[config.mk]
export PLATFORM = sky130hd
export DESIGN_NAME = rx_slot_selector
export DESIGN_NICKNAME = d
export VERILOG_FILES = /design/src/rtl/rxsel_pkg.sv /design/src/rtl/mb_match.sv /design/src/rtl/pick_scan.sv /design/src/rtl/rx_slot_selector.sv
export SDC_FILE = /design/constraint.sdc
export NUM_CORES = 1
export LEC_CHECK = 0
export BUFFER_PORTS_ARGS = -buffer_cell sky130_fd_sc_hd__buf_2
export CORE_AREA = 5 5 436 438
export CTS_BUF_LIST = sky130_fd_sc_hd__clkbuf_2
export DETAILED_ROUTE_END_ITERATION = 10
export DIE_AREA = 0 0 441 443
export SETUP_SLACK_MARGIN = 0.15
export SYNTH_ARGS = -nofsm -noshare
export SYNTH_HDL_FRONTEND = slang
export SYNTH_HIERARCHICAL = 1
export SYNTH_SLANG_ARGS = --single-unit
[constraint.sdc]
create_clock -name clk -period 4.5 [get_ports clk]
set_input_delay 1.35 -clock clk [delete_from_list [all_inputs] [get_ports clk]]
set_output_delay 1.35 -clock clk [all_outputs]
set_load 0.1 [all_outputs]
[src/rtl/rxsel_pkg.sv]
package rxsel_pkg;
    localparam logic [3:0] CODE_EMPTY   = 4'b0100;
    localparam logic [3:0] CODE_FULL    = 4'b0010;
    localparam logic [3:0] CODE_OVERRUN = 4'b0110;

    function automatic logic is_rx_code(input logic [3:0] c);
        return (c == CODE_EMPTY) || (c == CODE_FULL) || (c == CODE_OVERRUN);
    endfunction

    function automatic logic is_occupied(input logic [3:0] c);
        return (c == CODE_FULL) || (c == CODE_OVERRUN);
    endfunction
endpackage

[src/rtl/mb_match.sv]
module mb_match
    import rxsel_pkg::*;
#(
    parameter int NBUF   = 16,
    parameter int IDW    = 29,
    parameter int STDW   = 11,
    parameter int CW     = 4,
    parameter int SPEC_A = 14,
    parameter int SPEC_B = 15
) (
    input  logic [IDW-1:0]      rx_id,
    input  logic                rx_ide,
    input  logic [NBUF*IDW-1:0] buf_id,
    input  logic [NBUF-1:0]     buf_ide,
    input  logic [NBUF*IDW-1:0] buf_mask,
    input  logic [NBUF*CW-1:0]  buf_code,
    input  logic [IDW-1:0]      mask_glb,
    input  logic [IDW-1:0]      mask_a,
    input  logic [IDW-1:0]      mask_b,
    input  logic                compat,
    output logic [NBUF-1:0]     hit,
    output logic [NBUF-1:0]     busy
);
    localparam logic [IDW-1:0] STD_SPAN = {{(IDW-STDW){1'b0}}, {STDW{1'b1}}};

    logic [IDW-1:0] span;
    assign span = rx_ide ? {IDW{1'b1}} : STD_SPAN;

    for (genvar i = 0; i < NBUF; i++) begin : g_buf
        logic [IDW-1:0] eff_mask;
        logic [CW-1:0]  code;
        assign code = buf_code[i*CW +: CW];
        if (i == SPEC_A) begin : g_a
            assign eff_mask = compat ? buf_mask[i*IDW +: IDW] : mask_a;
        end else if (i == SPEC_B) begin : g_b
            assign eff_mask = compat ? buf_mask[i*IDW +: IDW] : mask_b;
        end else begin : g_n
            assign eff_mask = compat ? buf_mask[i*IDW +: IDW] : mask_glb;
        end
        assign hit[i] = is_rx_code(code) && (buf_ide[i] == rx_ide) &&
                        (((rx_id ^ buf_id[i*IDW +: IDW]) & eff_mask & span) == '0);
        assign busy[i] = is_occupied(code);
    end
endmodule

[src/rtl/pick_scan.sv]
module pick_scan #(
    parameter int N       = 16,
    parameter bit FROM_HI = 1'b0,
    localparam int IW     = $clog2(N)
) (
    input  logic [N-1:0]  vec,
    output logic          found,
    output logic [IW-1:0] idx
);
    if (FROM_HI) begin : g_hi
        always_comb begin
            found = 1'b0;
            idx   = '0;
            for (int i = 0; i < N; i++) begin
                if (vec[i]) begin
                    found = 1'b1;
                    idx   = IW'(i);
                end
            end
        end
    end else begin : g_lo
        always_comb begin
            found = 1'b0;
            idx   = '0;
            for (int i = N - 1; i >= 0; i--) begin
                if (vec[i]) begin
                    found = 1'b1;
                    idx   = IW'(i);
                end
            end
        end
    end
endmodule

[src/rtl/rx_slot_selector.sv]
module rx_slot_selector
    import rxsel_pkg::*;
#(
    parameter int NBUF   = 16,
    parameter int IDW    = 29,
    parameter int STDW   = 11,
    parameter int CW     = 4,
    parameter int SPEC_A = 14,
    parameter int SPEC_B = 15,
    localparam int IW    = $clog2(NBUF)
) (
    input  logic                clk,
    input  logic                rst_n,
    input  logic                freeze,
    input  logic                cfg_we,
    input  logic                cfg_compat,
    input  logic                cfg_selfdis,
    input  logic                rx_valid,
    input  logic [IDW-1:0]      rx_id,
    input  logic                rx_ide,
    input  logic                rx_self,
    input  logic [NBUF*IDW-1:0] buf_id,
    input  logic [NBUF-1:0]     buf_ide,
    input  logic [NBUF*IDW-1:0] buf_mask,
    input  logic [NBUF*CW-1:0]  buf_code,
    input  logic [IDW-1:0]      mask_glb,
    input  logic [IDW-1:0]      mask_a,
    input  logic [IDW-1:0]      mask_b,
    output logic                st_valid,
    output logic [IW-1:0]       st_idx,
    output logic [CW-1:0]       st_code,
    output logic                rx_irq
);
    typedef struct packed {
        logic          compat;
        logic          selfdis;
        logic          st_valid;
        logic [IW-1:0] st_idx;
        logic [CW-1:0] st_code;
        logic          irq;
    } state_t;

    state_t cur_q, nxt_d;

    logic [NBUF-1:0] hit_v, busy_v, free_v;
    logic            lo_found, hi_found, fr_found;
    logic [IW-1:0]   lo_idx, hi_idx, fr_idx;
    logic            compat_q, selfdis_q;

    assign compat_q  = cur_q.compat;
    assign selfdis_q = cur_q.selfdis;

    mb_match #(
        .NBUF(NBUF), .IDW(IDW), .STDW(STDW), .CW(CW),
        .SPEC_A(SPEC_A), .SPEC_B(SPEC_B)
    ) u_match (
        .rx_id    (rx_id),
        .rx_ide   (rx_ide),
        .buf_id   (buf_id),
        .buf_ide  (buf_ide),
        .buf_mask (buf_mask),
        .buf_code (buf_code),
        .mask_glb (mask_glb),
        .mask_a   (mask_a),
        .mask_b   (mask_b),
        .compat   (compat_q),
        .hit      (hit_v),
        .busy     (busy_v)
    );

    assign free_v = hit_v & ~busy_v;

    pick_scan #(.N(NBUF), .FROM_HI(1'b0)) u_hit_lo (.vec(hit_v),  .found(lo_found), .idx(lo_idx));
    pick_scan #(.N(NBUF), .FROM_HI(1'b1)) u_hit_hi (.vec(hit_v),  .found(hi_found), .idx(hi_idx));
    pick_scan #(.N(NBUF), .FROM_HI(1'b0)) u_free   (.vec(free_v), .found(fr_found), .idx(fr_idx));

    always_comb begin
        nxt_d          = cur_q;
        nxt_d.st_valid = 1'b0;
        nxt_d.irq      = 1'b0;
        if (cfg_we && freeze) begin
            nxt_d.compat  = cfg_compat;
            nxt_d.selfdis = cfg_selfdis;
        end
        if (rx_valid && !(cur_q.selfdis && rx_self)) begin
            if (cur_q.compat) begin
                if (fr_found) begin
                    nxt_d.st_valid = 1'b1;
                    nxt_d.st_idx   = fr_idx;
                    nxt_d.st_code  = CODE_FULL;
                end else if (hi_found) begin
                    nxt_d.st_valid = 1'b1;
                    nxt_d.st_idx   = hi_idx;
                    nxt_d.st_code  = CODE_OVERRUN;
                end
            end else if (lo_found) begin
                nxt_d.st_valid = 1'b1;
                nxt_d.st_idx   = lo_idx;
                nxt_d.st_code  = busy_v[lo_idx] ? CODE_OVERRUN : CODE_FULL;
            end
            nxt_d.irq = nxt_d.st_valid;
        end
    end

    always_ff @(posedge clk or negedge rst_n) begin
        if (!rst_n) begin
            cur_q <= '0;
        end else begin
            cur_q <= nxt_d;
        end
    end

    assign st_valid = cur_q.st_valid;
    assign st_idx   = cur_q.st_idx;
    assign st_code  = cur_q.st_code;
    assign rx_irq   = cur_q.irq;
endmodule

## Word level (Yosys, flattened, before mapping)

Cells that the tools add are included.
W data, S select, Z words.

- Flip-flop bits (word level): 12
- Input port bits: 1133
- Output and inout bits: 10
- Word-level logic and storage cells: 344

- Order comparisons: 1
- Eq/ne operators: 65
- Muxes and demuxes: 120
- Bitwise logic cells: 50
- Reduce and logical (&&, ||, !) cells: 102

Operators with widths:

| operator | number |
|---|---|
| $and A29 B29 Y29 | 32 |
| $mux W29 | 17 |
| $logic_not A29 Y1 | 16 |
| $xor A29 B29 Y29 | 16 |
| $mux W4 | 40 |
| $eq A4 B3 Y1 const B | 32 |
| $eq A4 B2 Y1 const B | 16 |
| $mux W1 | 50 |
| $logic_or A1 B1 Y1 | 48 |
| $mux W9 | 4 |
| $logic_and A1 B1 Y1 | 35 |
| $and A16 B16 Y16 | 1 |
| $eq A1 B1 Y1 | 16 |
| $not A16 Y16 | 1 |
| $mux W3 | 5 |
| $mux W10 | 1 |
| $lt A4 B5 Y1 const B | 1 |
| $bmux W1 S4 | 1 |
| $mux W2 | 2 |
| $ne A3 B1 Y1 const B | 1 |
| $reduce_and A3 Y1 | 1 |
| $reduce_bool A2 Y1 | 1 |
| $logic_not A1 Y1 | 1 |

## Depth between registers and ports, before layout

- Word-level depth: 27
- Mapped depth: 19
- Depth with buffers taken out: 13

## Hierarchy

The synthesis kept the hierarchy.

Modules (own cells, without submodules):

| module | instances | cells each | area each (um^2) | sequential area each (um^2) |
|---|---|---|---|---|
| mb_match | 1 | 1645 | 10928.0 | 0.0 |
| rx_slot_selector | 1 | 78 | 745.7 | 225.2 |
| pick_scan at u_free ... | 2 | 33 | 178.9 | 0.0 |
| pick_scan at u_hit_hi | 1 | 29 | 161.4 | 0.0 |

## Least setup slack after synthesis

No wires, ideal clock.

- Path kind: input port to flip-flop
- Start point: in rx_id[19]
- End point: reg cur_q, in the netlist st_code[2]
- Library setup time: 0.139 ns
- Arrival time: 4.594 ns
- Required time: 4.361 ns
- Path slack: -0.233 ns
- Stages: 15
- Buffers on the path: 3
- Cell sequence: buf_2 > buf_1 > xnor2_1 > o22ai_1 > nor4_1 > nand4_1 > a211oi_2 > a21oi_1 > o311a_2 > o22ai_1 > buf_6 > mux4_2 > and3b_1 > nor4_2 > a222oi_1

- Elaborated cells on any way between the ends: 154
- Classes of those cells: eq/ne (1); mux (70); bitwise (49); reduce/logical (34)

RTL lines:

| item | line | RTL |
|---|---|---|
| start: declaration | rx_slot_selector.sv:19 | `input logic [IDW-1:0] rx_id,` |
| $xor A29 B29 Y29 | mb_match.sv:41 | `(((rx_id ^ buf_id[i*IDW +: IDW]) & eff_mask & span) == '0);` |
| $and A29 B29 Y29 (2 in series) | mb_match.sv:41 |  |
| $logic_not A29 Y1 | mb_match.sv:41 |  |
| $logic_and A1 B1 Y1 | mb_match.sv:40 | `assign hit[i] = is_rx_code(code) && (buf_ide[i] == rx_ide) &&` |
| net hit_v[13] | rx_slot_selector.sv:45 | `logic [NBUF-1:0] hit_v, busy_v, free_v;` |
| $mux W4 (14 in series) | pick_scan.sv:26 | `if (vec[i]) begin` |
| net lo_idx[0] | rx_slot_selector.sv:47 | `logic [IW-1:0] lo_idx, hi_idx, fr_idx;` |
| $bmux W1 S4 | rx_slot_selector.sv:99 | `nxt_d.st_code = busy_v[lo_idx] ? CODE_OVERRUN : CODE_FULL;` |
| $mux W1 (implied by the code) | rx_slot_selector.sv:99 |  |
| $mux W3 | rx_slot_selector.sv:99 |  |
| $mux W9 | rx_slot_selector.sv:96 | `end else if (lo_found) begin` |
| $mux W9 | rx_slot_selector.sv:86 | `if (cur_q.compat) begin` |
| end signal: assignment | rx_slot_selector.sv:109 | `cur_q <= nxt_d;` |
| end: declaration | rx_slot_selector.sv:43 | `state_t cur_q, nxt_d;` |

The timed path passes the listed nets, and every way through them passes these cells. The select of a mux whose other input is x is not followed.
A chain may end at the register's enable or synchronous reset.

## Final worst setup path

- Start point: in mask_glb[25]
- End point: reg cur_q, in the netlist st_code[2]

- Elaborated cells on any way between the ends: 138
- Classes of those cells: eq/ne (1); mux (78); bitwise (29); reduce/logical (30)

RTL lines:

| item | line | RTL |
|---|---|---|
| start: declaration | rx_slot_selector.sv:26 | `input logic [IDW-1:0] mask_glb,` |
| $mux W29 | mb_match.sv:38 | `assign eff_mask = compat ? buf_mask[i*IDW +: IDW] : mask_glb;` |
| $and A29 B29 Y29 (2 in series) | mb_match.sv:41 |  |
| $logic_not A29 Y1 | mb_match.sv:41 |  |
| $logic_and A1 B1 Y1 | mb_match.sv:40 |  |
| net hit_v[5] | rx_slot_selector.sv:45 |  |
| $mux W4 (6 in series) | pick_scan.sv:26 |  |
| net lo_idx[0] | rx_slot_selector.sv:47 |  |
| $bmux W1 S4 | rx_slot_selector.sv:99 |  |
| $mux W1 (implied by the code) | rx_slot_selector.sv:99 |  |
| $mux W3 | rx_slot_selector.sv:99 |  |
| $mux W9 | rx_slot_selector.sv:96 |  |
| $mux W9 | rx_slot_selector.sv:86 |  |

The timed path passes the listed nets, and every way through them passes these cells. The select of a mux whose other input is x is not followed.

==> flow_metrics.tcl <==
set metrics [dict create \
    fin_cells 6006 \
    chipWidth_um 441 \
    ant_nets 0 \
    clock_latency_ps 280 \
    combPwrFrac_pct 96.2 \
    cts_tree "done" \
    switching_share_pct 55.5 \
    synthTopCellsByArea "xnor2_1 (33%), a21oi_1 (15%), mux2i_1 (9.7%)" \
    multi_input_area_um2 11900 \
    rsz0062_at_grt "true" \
    initialDrtViolationCount 3140 \
    rows 159 \
    dp_cells 5779 \
    cts.sinks 9 \
    nFillCells 22000 \
    ys_async_sr_fraction_pct 100 \
    syn_area_um2 12200 \
    fin_setup_tns_ps -625 \
    cp-end-kind "flop" \
    coreArea_um2 186000 \
    synth_cell_type_count 53 \
    io_buffers 1140 \
    timing.final.crit_share_pct 106 \
    syn_area_per_cell_um2 6.71 \
    h-tree-depth 1 \
    synth-seq-area-share_pct 1.85 \
    fmax_mhz 209 \
    fin_skew_ps 9.14 \
    gp_congestion 1.10 \
    worst_setup_path_start_kind "input port" \
    grt_overflow 0 \
    io_pins 1143 \
    dieHeight_um 443 \
    grt_first_pass_wirelength_um 259000 \
    period_needed_ps 4780 \
    power_switching_w 0.00233 \
    cts-root-buf "clkbuf_2" \
    fin_ws_ps -281 \
    synth_top_area_cell "xnor2_1" \
    pwr-share-clk_pct 1.4 \
    p_int_w 0.00186 \
    num_vias 23100 \
    start_util_pct 6.55 \
    cp.required_ps 4650 \
    clk_pin_slew_ps 120 \
    seqPwrFrac_pct 2.3 \
    status "complete, but fails checks" \
    drtPass1Iterations 6 \
    areaGrowthSynthToFinish_pct 114 \
    fin_nets 4436 \
    drv_slew 0 \
    grt_max_degree 34 \
    first_global_vias 21600 \
    violations "negative setup slack" \
    max_cap_violations 0 \
    dp_hpwl_um 204000 \
    arrival_ps 4940 \
    finalHoldViolCount 0 \
    synth_top_cell_area_share_pct 33.5 \
    peakVddDrop_uv 74.6 \
    setup_viol 5 \
    grt_util_all_layers_pct 20.9 \
    clk_path_buf_depth 2 \
    hold_class "flop to flop" \
    finalPower_w 0.00419 \
    cts_buffers 3 \
    slew_headroom_pct 49.4 \
    pwr_density_cell_nw_per_um2 160 \
    die_area_um2 195000 \
    viasPerCell 3.84 \
    ys.flop_type "dfrtp_1" \
    drcViolationCount 0 \
    path_class "input port to flop" \
    wirelength_um 217000 \
    antenna_found_initial 354 \
    synth_edf_count 0 \
    wire_per_inst_um 36.2 \
    cts_hold_buf 0 \
    p_leak_nw 11.1 \
    post-place-ws_ps -1280 \
    path_max_fanout 5 \
    tightestPinTransition_ps 751 \
    seq_area_um2 229 \
    synth_cells 1818 \
    ys_seq_elements 9 \
    drive_above_1_share_pct 53.1 \
    yosysWarnings 6 \
]
critical path, cell delays in order:
cell and delay [ps]:
buf_2 90, or2b_2 330, a21oi_1 130, nor4_2 340, nand4_1 400, buf_4 290
a2111oi_4 370, nor2b_1 80, nor3_1 160, nand3_1 140, o22ai_4 250, mux4_2 520
and3b_1 180, nor4_2 160, a222oi_1 120
area by class of cell:
class	instances	share of cell area, %
diodes	209	2.00
clock buffers	3	0.0575
clock inverters	1	0.0192
inverters	8	0.115
multi-input cells	1656	45.6
flip-flops and latches	9	0.877
well taps	2495	12.0
repair buffers	1625	39.3
registers in the layout, indices dropped and copies added (netlist names):
| signal | flops |
|---|---|
| rx_irq | 1 |
| selfdis_q | 1 |
| compat_q | 1 |
| st_idx | 4 |
| st_code | 2 |
cell usage after synthesis, drive strengths merged, types with 2 or more instances:
master,number
a2111oi,6
a211oi,8
a21oi,360
a31oi,3
a32oi,3
and2,14
and2b,4
and3,2
and3b,2
buf,120
clkbuf,26
dfrtp,9
inv,8
mux2,6
mux2i,118
mux4,2
nand2,254
nand2b,18
nand3,7
nand4,19
nor2,46
nor2b,28
nor3,20
nor3b,5
nor4,73
o211ai,4
o21ai,19
o221ai,23
o22a,10
o22ai,85
o311a,2
o31ai,2
or2b,13
or4,9
xnor2,466
xor2,14
routing by layer:
metal	vias to the layer above	GRT usage, %	wire length [um]
met2	1860	33.8	97500
li1	9641	-	-
met1	10800	23.8	77500
met5	-	0	1190
met3	582	9.54	29100
met4	180	8.08	12000
power by group through the flow:
stage                     registers, W  clock network, W  logic [W]
after floorplan               0.000136                 0    0.00151
after global placement       0.0000996                 0    0.00383
after detailed placement     0.0000995                 0    0.00380
after CTS                    0.0000979         0.0000601    0.00390
after global routing         0.0000991         0.0000658    0.00415
final                        0.0000976         0.0000594    0.00403
cells by family after synthesis:
kind of cell    after synthesis  share of synthesized area, %
compound gates              531                          25.3
xor+xnor                    480                          34.5
buf+inv                     154                          6.82
flops                         9                          1.85
mux                         126                          10.6
other cells                   1                        0.0308
simple gates                517                          20.9
placed cells by master (no fill, tap or decap), types with 4 or more instances in the layout:
cell / netlist / layout
a2111oi_4: 0 / 4
a211oi_4: 0 / 6
a21oi_1: 360 / 356
a21oi_2: 0 / 4
and2_1: 14 / 14
buf_12: 0 / 64
buf_2: 74 / 1125
buf_4: 14 / 414
buf_6: 14 / 16
dfrtp_1: 9 / 8
diode_2: 0 / 209
inv_1: 8 / 8
mux2_4: 0 / 4
mux2i_1: 118 / 114
nand2_1: 254 / 252
nand2b_1: 18 / 18
nand3_1: 7 / 7
nand4_1: 19 / 19
nor2_1: 46 / 45
nor2b_1: 28 / 16
nor2b_2: 0 / 5
nor2b_4: 0 / 7
nor3_1: 20 / 19
nor3b_1: 5 / 4
nor4_1: 68 / 47
nor4_2: 5 / 18
nor4_4: 0 / 8
o211ai_1: 4 / 4
o21ai_0: 19 / 17
o221ai_1: 23 / 23
o22a_1: 10 / 10
o22ai_1: 85 / 78
o22ai_4: 0 / 4
or2b_2: 12 / 9
or2b_4: 1 / 4
or4_1: 9 / 8
xnor2_1: 466 / 443
xnor2_2: 0 / 18
xnor2_4: 0 / 5
xor2_1: 14 / 14
timing repair:
action                                 4_1_cts  5_1_grt
endpoints found under the hold margin        0        0
buffers inserted                            12        2
resized for setup                           96       65
setup endpoints to repair                    7        7
pin swaps                                   26       24
worst paths after layout:
kind	cells past startpoint	endpoint	from	slack (ps)
worst max-delay path	15	st_code[2]$_DFFE_PN0P_	mask_glb[25]	-280
worst min-delay path	1	st_idx[2]$_DFFE_PN0P_	st_idx[2]$_DFFE_PN0P_	530
worst max register to register	16	st_code[2]$_DFFE_PN0P_	compat_q$_DFFE_PN0P_	-150
worst min register to register	1	st_idx[2]$_DFFE_PN0P_	st_idx[2]$_DFFE_PN0P_	530
max in group asynchronous	1	compat_q$_DFFE_PN0P_	rst_n	3360
min in group asynchronous	1	st_idx[3]$_DFFE_PN0P_	rst_n	910
stage by stage:
stage               hold WS (ps)  instance area (um2)  util [%]
finish                       529                26100      14.0
global route                 561                25900      13.9
CTS                          529                25200      13.5
detailed placement           503                24600      13.2
global placement             503                24600      13.2
floorplan                    504                12400         -
No activity file was read; power rests on OpenSTA's default activity.
